## src/rtl/cwb_pkg.sv

```systemverilog
`timescale 1ns/1ps
package cwb_pkg;
  localparam int unsigned TAG_W  = 32;
  localparam int unsigned ADDR_W = 32;
  localparam int unsigned DATA_W = 32;
  localparam int unsigned MASK_W = DATA_W / 8;

  typedef struct packed {
    logic [TAG_W-1:0]  tag;
    logic [ADDR_W-1:0] addr;
    logic [DATA_W-1:0] data;
    logic [MASK_W-1:0] mask;
  } cwb_entry_t;
endpackage

```

## src/rtl/cwb_fifo.sv

```systemverilog
`timescale 1ns/1ps
module cwb_fifo
  import cwb_pkg::*;
#(
  parameter int unsigned DEPTH = 10,
  localparam int unsigned PW = (DEPTH > 1) ? $clog2(DEPTH) : 1,
  localparam int unsigned CW = $clog2(DEPTH + 1)
) (
  input  logic                   clk_i,
  input  logic                   rst_ni,
  input  logic                   push_i,
  input  cwb_entry_t             push_data_i,
  input  logic                   pop_i,
  input  logic                   load_i,
  input  cwb_entry_t [DEPTH-1:0] load_mem_i,
  input  logic [PW-1:0]          load_rd_i,
  input  logic [PW-1:0]          load_wr_i,
  input  logic [CW-1:0]          load_cnt_i,
  output cwb_entry_t [DEPTH-1:0] mem_o,
  output logic [PW-1:0]          rd_o,
  output logic [PW-1:0]          wr_o,
  output logic [CW-1:0]          cnt_o,
  output cwb_entry_t             head_o,
  output logic                   full_o
);
  cwb_entry_t [DEPTH-1:0] mem_q;
  logic [PW-1:0] rd_q, wr_q;
  logic [CW-1:0] cnt_q;
  logic do_push, do_pop;

  function automatic logic [PW-1:0] bump(input logic [PW-1:0] p);
    return (p == PW'(DEPTH - 1)) ? '0 : p + 1'b1;
  endfunction

  assign full_o  = (cnt_q == CW'(DEPTH));
  assign do_push = push_i && !full_o;
  assign do_pop  = pop_i && (cnt_q != '0);

  always_ff @(posedge clk_i) begin
    if (load_i) mem_q <= load_mem_i;
    else if (do_push) mem_q[wr_q] <= push_data_i;
  end

  always_ff @(posedge clk_i or negedge rst_ni) begin
    if (!rst_ni) begin
      rd_q  <= '0;
      wr_q  <= '0;
      cnt_q <= '0;
    end else if (load_i) begin
      rd_q  <= load_rd_i;
      wr_q  <= load_wr_i;
      cnt_q <= load_cnt_i;
    end else begin
      if (do_push) wr_q <= bump(wr_q);
      if (do_pop)  rd_q <= bump(rd_q);
      case ({do_push, do_pop})
        2'b10:   cnt_q <= cnt_q + 1'b1;
        2'b01:   cnt_q <= cnt_q - 1'b1;
        default: cnt_q <= cnt_q;
      endcase
    end
  end

  assign mem_o  = mem_q;
  assign rd_o   = rd_q;
  assign wr_o   = wr_q;
  assign cnt_o  = cnt_q;
  assign head_o = mem_q[rd_q];

  assert_no_overflow_R4: assert property (@(posedge clk_i) disable iff (!rst_ni)
    cnt_q <= CW'(DEPTH));
  assert_full_drop_R4: assert property (@(posedge clk_i) disable iff (!rst_ni)
    full_o && !pop_i && !load_i |=> full_o && $stable(wr_q));
endmodule

```

## src/rtl/cwb_drain.sv

```systemverilog
`timescale 1ns/1ps
module cwb_drain
  import cwb_pkg::*;
(
  input  logic       clk_i,
  input  logic       rst_ni,
  input  logic       decouple_i,
  input  logic       freeze_i,
  input  logic       l2_ready_i,
  input  logic       avail_a_i,
  input  logic       avail_b_i,
  input  cwb_entry_t head_a_i,
  input  cwb_entry_t head_b_i,
  output logic       pop_a_o,
  output logic       pop_b_o,
  output logic       l2_valid_o,
  output cwb_entry_t l2_entry_o,
  output logic       l2_src_o
);
  logic valid_q, src_q, last_q;
  cwb_entry_t ent_q;
  logic slot_free, pick_b, have_work, go;

  assign slot_free = !valid_q || l2_ready_i;
  // decoupled: alternate when both wait; last_q = 1 means B went last
  assign pick_b    = decouple_i && avail_b_i && (!avail_a_i || !last_q);
  assign have_work = decouple_i ? (avail_a_i || avail_b_i) : (avail_a_i && avail_b_i);
  assign go        = !freeze_i && slot_free && have_work;
  assign pop_a_o   = go && !pick_b;
  assign pop_b_o   = go && (pick_b || !decouple_i);

  always_ff @(posedge clk_i or negedge rst_ni) begin
    if (!rst_ni) begin
      valid_q <= 1'b0;
      src_q   <= 1'b0;
      last_q  <= 1'b1;
      ent_q   <= '0;
    end else if (go) begin
      valid_q <= 1'b1;
      ent_q   <= pick_b ? head_b_i : head_a_i;
      src_q   <= pick_b;
      if (decouple_i) last_q <= pick_b;
    end else if (l2_ready_i) begin
      valid_q <= 1'b0;
    end
  end

  assign l2_valid_o = valid_q;
  assign l2_entry_o = ent_q;
  assign l2_src_o   = src_q;

  assert_hold_R5: assert property (@(posedge clk_i) disable iff (!rst_ni)
    l2_valid_o && !l2_ready_i |=> l2_valid_o && $stable(l2_entry_o) && $stable(l2_src_o));
  assert_freeze_R6: assert property (@(posedge clk_i) disable iff (!rst_ni)
    freeze_i && !l2_valid_o |=> !l2_valid_o);
  assert_one_pop_R8: assert property (@(posedge clk_i) disable iff (!rst_ni)
    decouple_i |-> $countones({pop_a_o, pop_b_o}) <= 1);
endmodule

```

## src/rtl/dual_store_buffer.sv

```systemverilog
`timescale 1ns/1ps
module dual_store_buffer
  import cwb_pkg::*;
#(
  parameter int unsigned DEPTH = 10
) (
  input  logic              clk_i,
  input  logic              rst_ni,
  input  logic              decouple_i,
  input  logic              recover_i,
  input  logic              faulty_core_i,
  input  logic              a_valid_i,
  input  logic [TAG_W-1:0]  a_tag_i,
  input  logic [ADDR_W-1:0] a_addr_i,
  input  logic [DATA_W-1:0] a_data_i,
  input  logic [MASK_W-1:0] a_mask_i,
  output logic              a_stall_o,
  input  logic              b_valid_i,
  input  logic [TAG_W-1:0]  b_tag_i,
  input  logic [ADDR_W-1:0] b_addr_i,
  input  logic [DATA_W-1:0] b_data_i,
  input  logic [MASK_W-1:0] b_mask_i,
  output logic              b_stall_o,
  output logic              l2_valid_o,
  input  logic              l2_ready_i,
  output logic [TAG_W-1:0]  l2_tag_o,
  output logic [ADDR_W-1:0] l2_addr_o,
  output logic [DATA_W-1:0] l2_data_o,
  output logic [MASK_W-1:0] l2_mask_o,
  output logic              l2_src_o,
  output logic              recover_done_o
);
  localparam int unsigned PW = (DEPTH > 1) ? $clog2(DEPTH) : 1;
  localparam int unsigned CW = $clog2(DEPTH + 1);
  localparam int unsigned NC = 2;

  logic                   in_valid [NC];
  cwb_entry_t             in_ent   [NC];
  logic                   push     [NC];
  logic                   pop      [NC];
  logic                   load     [NC];
  cwb_entry_t [DEPTH-1:0] mem_w    [NC];
  logic [PW-1:0]          rd_w     [NC];
  logic [PW-1:0]          wr_w     [NC];
  logic [CW-1:0]          cnt_w    [NC];
  cwb_entry_t             head_w   [NC];
  logic                   full_w   [NC];

  logic copied_q, copy_go;
  cwb_entry_t out_ent;

  assign in_valid[0] = a_valid_i;
  assign in_valid[1] = b_valid_i;
  assign in_ent[0]   = '{tag: a_tag_i, addr: a_addr_i, data: a_data_i, mask: a_mask_i};
  assign in_ent[1]   = '{tag: b_tag_i, addr: b_addr_i, data: b_data_i, mask: b_mask_i};

  assign copy_go = recover_i && !l2_valid_o && !copied_q;

  for (genvar c = 0; c < NC; c++) begin : g_core
    assign push[c] = in_valid[c] && !recover_i;
    assign load[c] = copy_go && (faulty_core_i == c[0]);

    cwb_fifo #(.DEPTH(DEPTH)) u_fifo (
      .clk_i       (clk_i),
      .rst_ni      (rst_ni),
      .push_i      (push[c]),
      .push_data_i (in_ent[c]),
      .pop_i       (pop[c]),
      .load_i      (load[c]),
      .load_mem_i  (mem_w[NC-1-c]),
      .load_rd_i   (rd_w[NC-1-c]),
      .load_wr_i   (wr_w[NC-1-c]),
      .load_cnt_i  (cnt_w[NC-1-c]),
      .mem_o       (mem_w[c]),
      .rd_o        (rd_w[c]),
      .wr_o        (wr_w[c]),
      .cnt_o       (cnt_w[c]),
      .head_o      (head_w[c]),
      .full_o      (full_w[c])
    );
  end

  cwb_drain u_drain (
    .clk_i      (clk_i),
    .rst_ni     (rst_ni),
    .decouple_i (decouple_i),
    .freeze_i   (recover_i),
    .l2_ready_i (l2_ready_i),
    .avail_a_i  (cnt_w[0] != '0),
    .avail_b_i  (cnt_w[1] != '0),
    .head_a_i   (head_w[0]),
    .head_b_i   (head_w[1]),
    .pop_a_o    (pop[0]),
    .pop_b_o    (pop[1]),
    .l2_valid_o (l2_valid_o),
    .l2_entry_o (out_ent),
    .l2_src_o   (l2_src_o)
  );

  always_ff @(posedge clk_i or negedge rst_ni) begin
    if (!rst_ni)        copied_q <= 1'b0;
    else if (!recover_i) copied_q <= 1'b0;
    else if (copy_go)   copied_q <= 1'b1;
  end

  assign a_stall_o      = full_w[0];
  assign b_stall_o      = full_w[1];
  assign l2_tag_o       = out_ent.tag;
  assign l2_addr_o      = out_ent.addr;
  assign l2_data_o      = out_ent.data;
  assign l2_mask_o      = out_ent.mask;
  assign recover_done_o = copied_q;

  assert_paired_pop_R3: assert property (@(posedge clk_i) disable iff (!rst_ni)
    !decouple_i |-> pop[0] == pop[1]);
  assert_paired_src_R9: assert property (@(posedge clk_i) disable iff (!rst_ni)
    !decouple_i && $rose(l2_valid_o) |-> !l2_src_o);
  assert_frozen_counts_R6: assert property (@(posedge clk_i) disable iff (!rst_ni)
    recover_i && !copy_go |=> $stable(cnt_w[0]) && $stable(cnt_w[1]));
  assert_copy_after_flight_R7: assert property (@(posedge clk_i) disable iff (!rst_ni)
    recover_done_o |-> !l2_valid_o);
  assert_copy_equal_R7: assert property (@(posedge clk_i) disable iff (!rst_ni)
    copy_go |=> cnt_w[0] == cnt_w[1]);
endmodule

```

## config.mk

```make
export PLATFORM = sky130hd
export DESIGN_NAME = dual_store_buffer
export DESIGN_NICKNAME = d
export VERILOG_FILES = /design/src/rtl/cwb_pkg.sv /design/src/rtl/cwb_fifo.sv /design/src/rtl/cwb_drain.sv /design/src/rtl/dual_store_buffer.sv
export SDC_FILE = /design/constraint.sdc
export NUM_CORES = 2
export LEC_CHECK = 0
export BUFFER_PORTS_ARGS = -buffer_cell sky130_fd_sc_hd__buf_2
export CAP_MARGIN = 15
export CORE_MARGIN = 4
export CORE_UTILIZATION = 40
export CTS_CLUSTER_SIZE = 25
export DETAILED_ROUTE_END_ITERATION = 8
export HOLD_SLACK_MARGIN = 0.06
export PLACE_DENSITY = 0.6
export SLEW_MARGIN = 20
export SYNTH_ARGS = -nofsm -noshare
export SYNTH_HDL_FRONTEND = slang
export SYNTH_SLANG_ARGS = --single-unit
```

## constraint.sdc

```tcl
create_clock -name clk_i -period 8.8 [get_ports clk_i]
set_clock_uncertainty 0.15 [all_clocks]
set_input_delay 1.76 -clock clk_i [delete_from_list [all_inputs] [get_ports clk_i]]
set_output_delay 1.76 -clock clk_i [all_outputs]
set_load 0.02 [all_outputs]
```

# == Word-level counts from Yosys, hierarchy flattened ==
# Cells that the tools add are included.
# op_classes
addsub,8
n_mul,0
div_mod_pow,0
order_cmp,6
eq_ne,11
shifts,0
muxes,36
bitwise_logic,1
n_reduce_logical,42
# op_table
cell,count
2-to-1 mux 1000 bit,4
bitwise mux 1000 bit,2
binary-select mux 100 bit (select 4 bit),2
demux 100 bit (select 4 bit),2
2-to-1 mux 100 bit,5
2-to-1 mux 4 bit,14
"adder 4 x 1 -> 4 bit, second input constant",6
"== test 4 bit, second input constant",6
"less-than comparator 4 x 5 -> 1 bit, second input constant",4
logical AND 1 bit,19
one-hot mux 4 bit (2 select lines),2
nonzero test 2 bit,5
zero test 1 bit,9
"greater-or-equal comparator 4 x 1 -> 1 bit, second input constant",2
nonzero test 4 bit,2
"subtractor 4 x 1 -> 4 bit, second input constant",2
nonzero test 3 bit,2
2-to-1 mux 1 bit,5
"== test 2 x 1 -> 1 bit, second input constant",2
"== test 2 bit, second input constant",2
logical OR 1 bit,4
"inequality test 2 x 1 -> 1 bit, second input constant",1
AND reduction 2 bit,1
NOT 1 bit,1
# word_totals
ff_bits,2128
latch_bits,0
ramBits,0
romBits,0
input_bits,208
output_inout_bits,105
elab_cells,198
mem_count,0

# == Depth between registers and ports, before layout ==
# depth
word_depth,10
ltp_mapped,15
depth_no_buf,12

# == By module ==
# From an unflattened synthesis, not the netlist that was laid out.
# unflattened
cells_unflattened,8914
hier_area_um2,104432.7
# modules_own_cells
module,instances,cells_per_inst,area_each_um2,seq_area_each_um2
cwb_fifo (g_core[0].u_fifo),1,4147,49555.0,30329.1
cwb_fifo (g_core[1].u_fifo),1,4147,49477.5,30329.1
cwb_drain,1,611,5317.6,2578.7
dual_store_buffer,1,9,82.6,25.0

# == Least setup slack after synthesis ==
# OpenSTA, ideal clock, no wires.
# synth_path
path_kind,input -> register
start,input recover_i
end,"register g_core[1].u_fifo.mem_q, in the netlist g_core[1].u_fifo.mem_o[0], enable pin"
setup_time_ns,0.924
t_arrival_ns,4.559
slack_ns,3.167
cell_stages,6
path_buffers,3
path_cell_list,nor3b_1 -> nand2_1 -> clkbuf_1 -> clkbuf_1 -> clkbuf_1 -> nand2_1
# synth_via
elab_chain_len,4
# synth_lines
element,line_no,text
start: declaration,dual_store_buffer.sv:10,"input logic recover_i,"
zero test 1 bit / logical AND 1 bit (equally long branches),"dual_store_buffer.sv:60, dual_store_buffer.sv:57",
logical AND 1 bit (on tied branches),"dual_store_buffer.sv:60, dual_store_buffer.sv:57",
logical AND 1 bit (on tied branches),"cwb_fifo.sv:36, dual_store_buffer.sv:61",
nonzero test 2 bit (no line) (*),--,
end signal: assignment,cwb_fifo.sv:40,if (load_i) mem_q <= load_mem_i;
end signal: indexed assignment,cwb_fifo.sv:41,else if (do_push) mem_q[wr_q] <= push_data_i;
end: declaration,cwb_fifo.sv:26,cwb_entry_t [DEPTH-1:0] mem_q;
# Mark *: on every way between the ends. The rest lies on a longest branch, timed or not.
# A chain may end at the register's enable or synchronous reset.

# == Worst setup path after layout ==
# layout_path
start,input recover_i
end,"register g_core[1].u_fifo.mem_q, in the netlist g_core[1].u_fifo.mem_o[761], data pin"
# layout_via
elab_chain_len,4
# layout_lines
element,line_no,text
logical AND 1 bit (2 in a row),dual_store_buffer.sv:57,assign copy_go = recover_i && !l2_valid_o && !copied_q;
logical AND 1 bit,dual_store_buffer.sv:61,assign load[c] = copy_go && (faulty_core_i == c[0]);
2-to-1 mux 1000 bit,cwb_fifo.sv:40,
# Every way passes these cells.

==> summary by stage <==
Cells and area
The net total in the final layout is 10700. The most common library cell in the layout ignoring fill and taps is sky130_fd_sc_hd__nand2_1. Measured on the finished design, the core utilization comes to 44.6%. The fill cell total of the finished layout is ~25000.

Compared with the post-synthesis result, the final layout area differs by 10.9%. After routing the design area is 122000 µm². The area taken by multi-input logic gates is 42700 µm². The fraction of layout cells with a size suffix above 1 is a little over an eighth. The sequential cells in the finished layout cover a total of 63300 µm².

Leaving out fill and tap cells, the most frequent cells in the layout are 4122 x sky130_fd_sc_hd__nand2_1, 2009 x sky130_fd_sc_hd__nand3_1, 2000 x sky130_fd_sc_hd__edfxtp_1, 348 x sky130_fd_sc_hd__mux4_2, 311 x sky130_fd_sc_hd__buf_2.

Floorplanning
The site row count is about 190. The initial core utilization is 40.2%. The core area is ~270000 µm². The floorplan step defined a die boundary enclosing 283000 µm².

The number of I/O pins is 313. The die height is roughly 530 µm. Measured along the x axis, the die boundary spans 532 µm.

Critical path
Data on the critical path arrives at its endpoint at 5490 ps. The category of the most critical setup path is primary input to flop. The critical path launch point is recover_i.

The endpoint class of the critical path is a flop. In this run the worst path has a maximum fanout of around 190. The worst setup path is launched from a primary input. The setup check on the worst reg-to-reg path leaves a slack of 4320 ps. The worst register-to-register path ends at u_drain.l2_entry_o[71]. The startpoint identified for the worst register-to-register timing path is g_core[0].u_fifo.cnt_o[1]. The logic depth of the worst register-to-register path is 6. The required arrival time at the worst endpoint is 9390 ps.

Hold path
The startpoint of the worst hold path is g_core[0].u_fifo.mem_o[530]. The worst hold-check path type is flop to flop. The count of cells along the worst hold path is 2. The endpoint with the worst hold slack is g_core[1].u_fifo.mem_o[530].

Synthesis
The combinational family with the most area after synthesis is simple AND/OR/NAND/NOR gates. The synthesis-stage register bit count is 2128. The cell count after synthesis is around 11000. The post-synthesis compound-gate area fraction is 2.83%. Counting flops with a built-in enable in the synthesized netlist gives 2000. Synthesis produced a netlist with a net count of 11100. The post-synthesis share of cell area spent on xor and xnor gates is less than 1%. The area share of fa/ha/maj cells after synthesis is less than 1%.

Of the synthesized area, sequential elements account for 57.5%. The synthesized netlist devotes roughly a quarter of its cell area to simple gates. The mux share of post-synthesis cell area is between 10% and 20%.

The mapped netlist covers roughly 110000 µm². The warning count from the yosys run is 0. The most frequently used flop master after synthesis is sky130_fd_sc_hd__edfxtp_1. The async set or reset register ratio after synthesis is 6.02%. Counting distinct cell types in the post-synthesis netlist gives 58.

A synthesized cell averages about 10 µm².

Outcome
The run finished with clean final reports.

Timing
The max-slew violation count was 0. The worst path uses 55.7% of the clock period. Setup repair after global routing left no endpoint under its margin.

The total setup violations reported at the end of the flow is 0. The slew of the pin with the lowest slew margin is 1240 ps. The final-report hold violation count came to 0. The clock period minus worst slack is just under 5000 ps. Measured against its own limit, the worst slew margin works out to about 17%. The summed negative setup slack over all endpoints is 0 ps. The highest clock rate is 0.204 GHz.

Power and ir drop
The power dissipated by switching net loads is 13.4 mW. The leakage dissipation is roughly 49 nW. The peak supply drop is 0.453 mV.

The part of the power in registers is 38.4%. Cell internal power was estimated by the tool at 22.5 mW. For this design the ratio of total power to cell area is 294 nW/µm². In this run switching power makes up 37.3% of total power. The fraction of power consumed by combinational cells is 32.6%. The clock network accounts for 29.0% of the total power.

Drt
The number of search-and-repair iterations in the first detailed-routing pass is 7. The post-detailed-route DRC marker count is 0. The ratio of routed vias to standard cells is between 6 and 7.

For this block, the routed nets add up to 454 mm of wire. The remaining antenna violation count is 0. The final route contains 91500 vias. In the final routed layout, each cell accounts on average for between 30 and 40 µm. The count of routing violations after the opening detailed-route iteration is 15300.

Clock tree
Once the clock tree was built, the resizer swapped 0 gates to a different size. The maximum clock path buffer count is 3. The number of setup buffers added after CTS is 0. The depth of the CTS H-tree is 4. For this design, the sink count on the clock tree is 2128. Clock latency on the worst-skew pair, taken at its later pin, is 940 ps. The count of hold-fix buffers inserted at cts is 0. The number of buffers inserted during clock tree synthesis is around 230. Clock-pin slew was measured on the worst setup and hold paths at about 60 ps. The clock tree from TritonCTS is yes. The library cell used as clock root buffer is sky130_fd_sc_hd__clkbuf_16.

Place
The estimated wirelength of the detail-placed design is 228 mm. The final RePlAce weighted congestion is between 0.8 and 0.9. Summing all placed instances gives a cell area of ~110000 µm². During placement, the flow inserted port buffers numbering 312.

Global route
The first-pass GRT wire length is 649 mm. The initial antenna violation count is 84. The maximum number of pins on one net before global-route repair is 198. The via count of the first global-routing pass is 88600. The overall routing resource usage is 31.0%. Global routing finished with a remaining overflow of 0.

Flow run
Across the run, the number of max-cap violations was 0.
## sequential cells by signal, indices dropped and copies added, names as in the netlist
register	cells
g_core.u_fifo.wr_o	8
u_drain.l2_valid_o	1
recover_done_o	1
g_core.u_fifo.cnt_o	8
g_core.u_fifo.mem_o	2000
u_drain.l2_entry_o	100
u_drain.last_q	1
u_drain.l2_src_o	1
g_core.u_fifo.rd_o	8
## through the flow
| step | cells | hold slack, ps | total power, mW | worst slack [ps] |
|---|---|---|---|---|
| 4_1_cts | 14200 | 340 | 35.5 | 4020 |
| 5_1_grt | 14300 | 366 | 36.8 | 3820 |
| 3_5_place_dp | 13800 | 357 | 25.3 | 3070 |
| 6_report | 14300 | 345 | 35.9 | 3890 |
| 3_3_place_gp | 13800 | 349 | 25.1 | 3160 |
| 2_1_floorplan | 10900 | 332 | 20.6 | 3170 |
## worst max path at each step
stage                             endpoint  slack, ps  cells past startpoint
2_1_floorplan    g_core[1].u_fifo.mem_o[0]       3170                      6
3_3_place_gp   g_core[1].u_fifo.mem_o[286]       3160                      6
3_5_place_dp   g_core[1].u_fifo.mem_o[286]       3070                      6
4_1_cts                          a_stall_o       4020                      3
5_1_grt        g_core[1].u_fifo.mem_o[761]       3820                      8
6_report       g_core[1].u_fifo.mem_o[761]       3890                      8
## power groups by stage
stage | Clock, mW | Combinational [mW] | Sequential, mW
after floorplan | 0 | 7.13 | 13.5
after global placement | 0 | 11.1 | 13.9
after detailed placement | 0 | 11.3 | 14.0
after CTS | 10.4 | 11.3 | 13.8
after global routing | 10.9 | 12.1 | 13.8
final | 10.4 | 11.7 | 13.8
## logic make-up after synthesis
kind of cell,count (synthesis)
adders and majority gates,7
buffers and inverters,1121
muxes,764
and+or+nand+nor,6379
AOI/OAI and AO/OA,465
xor gates and xnor gates,16
DFF,2128
## layer usage
| metal | wire (µm) | GRT usage (%) |
|---|---|---|
| met1 | 161000 | 40.4 |
| met2 | 203000 | 47.0 |
| met3 | 64100 | 8.42 |
| met4 | 26400 | 16.8 |
| met5 | 236 | 0 |
## Yosys cell counts (2+ instances only)
master	n	share of area [%]
sky130_fd_sc_hd__or2_2	2	0.011
sky130_fd_sc_hd__buf_4	6	0.041
sky130_fd_sc_hd__a221o_1	11	0.10
sky130_fd_sc_hd__buf_2	91	0.41
sky130_fd_sc_hd__o21ai_1	18	0.082
sky130_fd_sc_hd__nor2_1	120	0.41
sky130_fd_sc_hd__nand2b_1	11	0.063
sky130_fd_sc_hd__nand4_1	3	0.017
sky130_fd_sc_hd__ha_1	6	0.068
sky130_fd_sc_hd__edfxtp_1	2000	55
sky130_fd_sc_hd__a21oi_1	56	0.25
sky130_fd_sc_hd__o211ai_2	20	0.23
sky130_fd_sc_hd__mux2_2	190	1.9
sky130_fd_sc_hd__buf_1	325	1.1
sky130_fd_sc_hd__or3_1	3	0.017
sky130_fd_sc_hd__clkbuf_1	679	2.3
sky130_fd_sc_hd__o21ai_0	126	0.57
sky130_fd_sc_hd__o22ai_1	82	0.47
sky130_fd_sc_hd__nor4bb_1	2	0.018
sky130_fd_sc_hd__mux2i_1	225	2.0
sky130_fd_sc_hd__nor3b_1	4	0.027
sky130_fd_sc_hd__buf_6	5	0.051
sky130_fd_sc_hd__or2_1	2	0.011
sky130_fd_sc_hd__a21o_1	10	0.068
sky130_fd_sc_hd__mux4_2	348	7.1
sky130_fd_sc_hd__xnor2_1	10	0.080
sky130_fd_sc_hd__nor4_1	5	0.028
sky130_fd_sc_hd__dfrtp_1	127	2.9
sky130_fd_sc_hd__a221oi_1	59	0.47
sky130_fd_sc_hd__inv_1	10	0.034
sky130_fd_sc_hd__nand2_1	4134	14
sky130_fd_sc_hd__and2_1	3	0.017
sky130_fd_sc_hd__nand3_1	2009	9.1
sky130_fd_sc_hd__buf_12	3	0.055
sky130_fd_sc_hd__nor2b_1	8	0.046
sky130_fd_sc_hd__a211o_1	2	0.016
sky130_fd_sc_hd__o211ai_1	29	0.20
sky130_fd_sc_hd__nand3b_1	5	0.034
sky130_fd_sc_hd__xor2_1	6	0.048
sky130_fd_sc_hd__a22oi_1	41	0.28
sky130_fd_sc_hd__nor3_1	62	0.28
sky130_fd_sc_hd__a31oi_1	6	0.034
## critical path, stage by stage
cell                      delay, ps
sky130_fd_sc_hd__buf_2          180
sky130_fd_sc_hd__nor3b_1        240
sky130_fd_sc_hd__nand2_4        510
sky130_fd_sc_hd__buf_4          500
sky130_fd_sc_hd__buf_12         740
sky130_fd_sc_hd__buf_4         1010
sky130_fd_sc_hd__nand3_1        150
sky130_fd_sc_hd__nand2_1        110
## layout make-up
class | count | share of cell area, %
sequential | 2128 | 51.9
multi-input combinational | 7631 | 35.0
clock buffer | 269 | 4.90
tap | 3589 | 3.68
timing repair buffer | 454 | 2.78
clock inverter | 161 | 1.62
antenna | 44 | 0.0903
inverter | 12 | 0.0400
(Power assumes the default switching activity.)
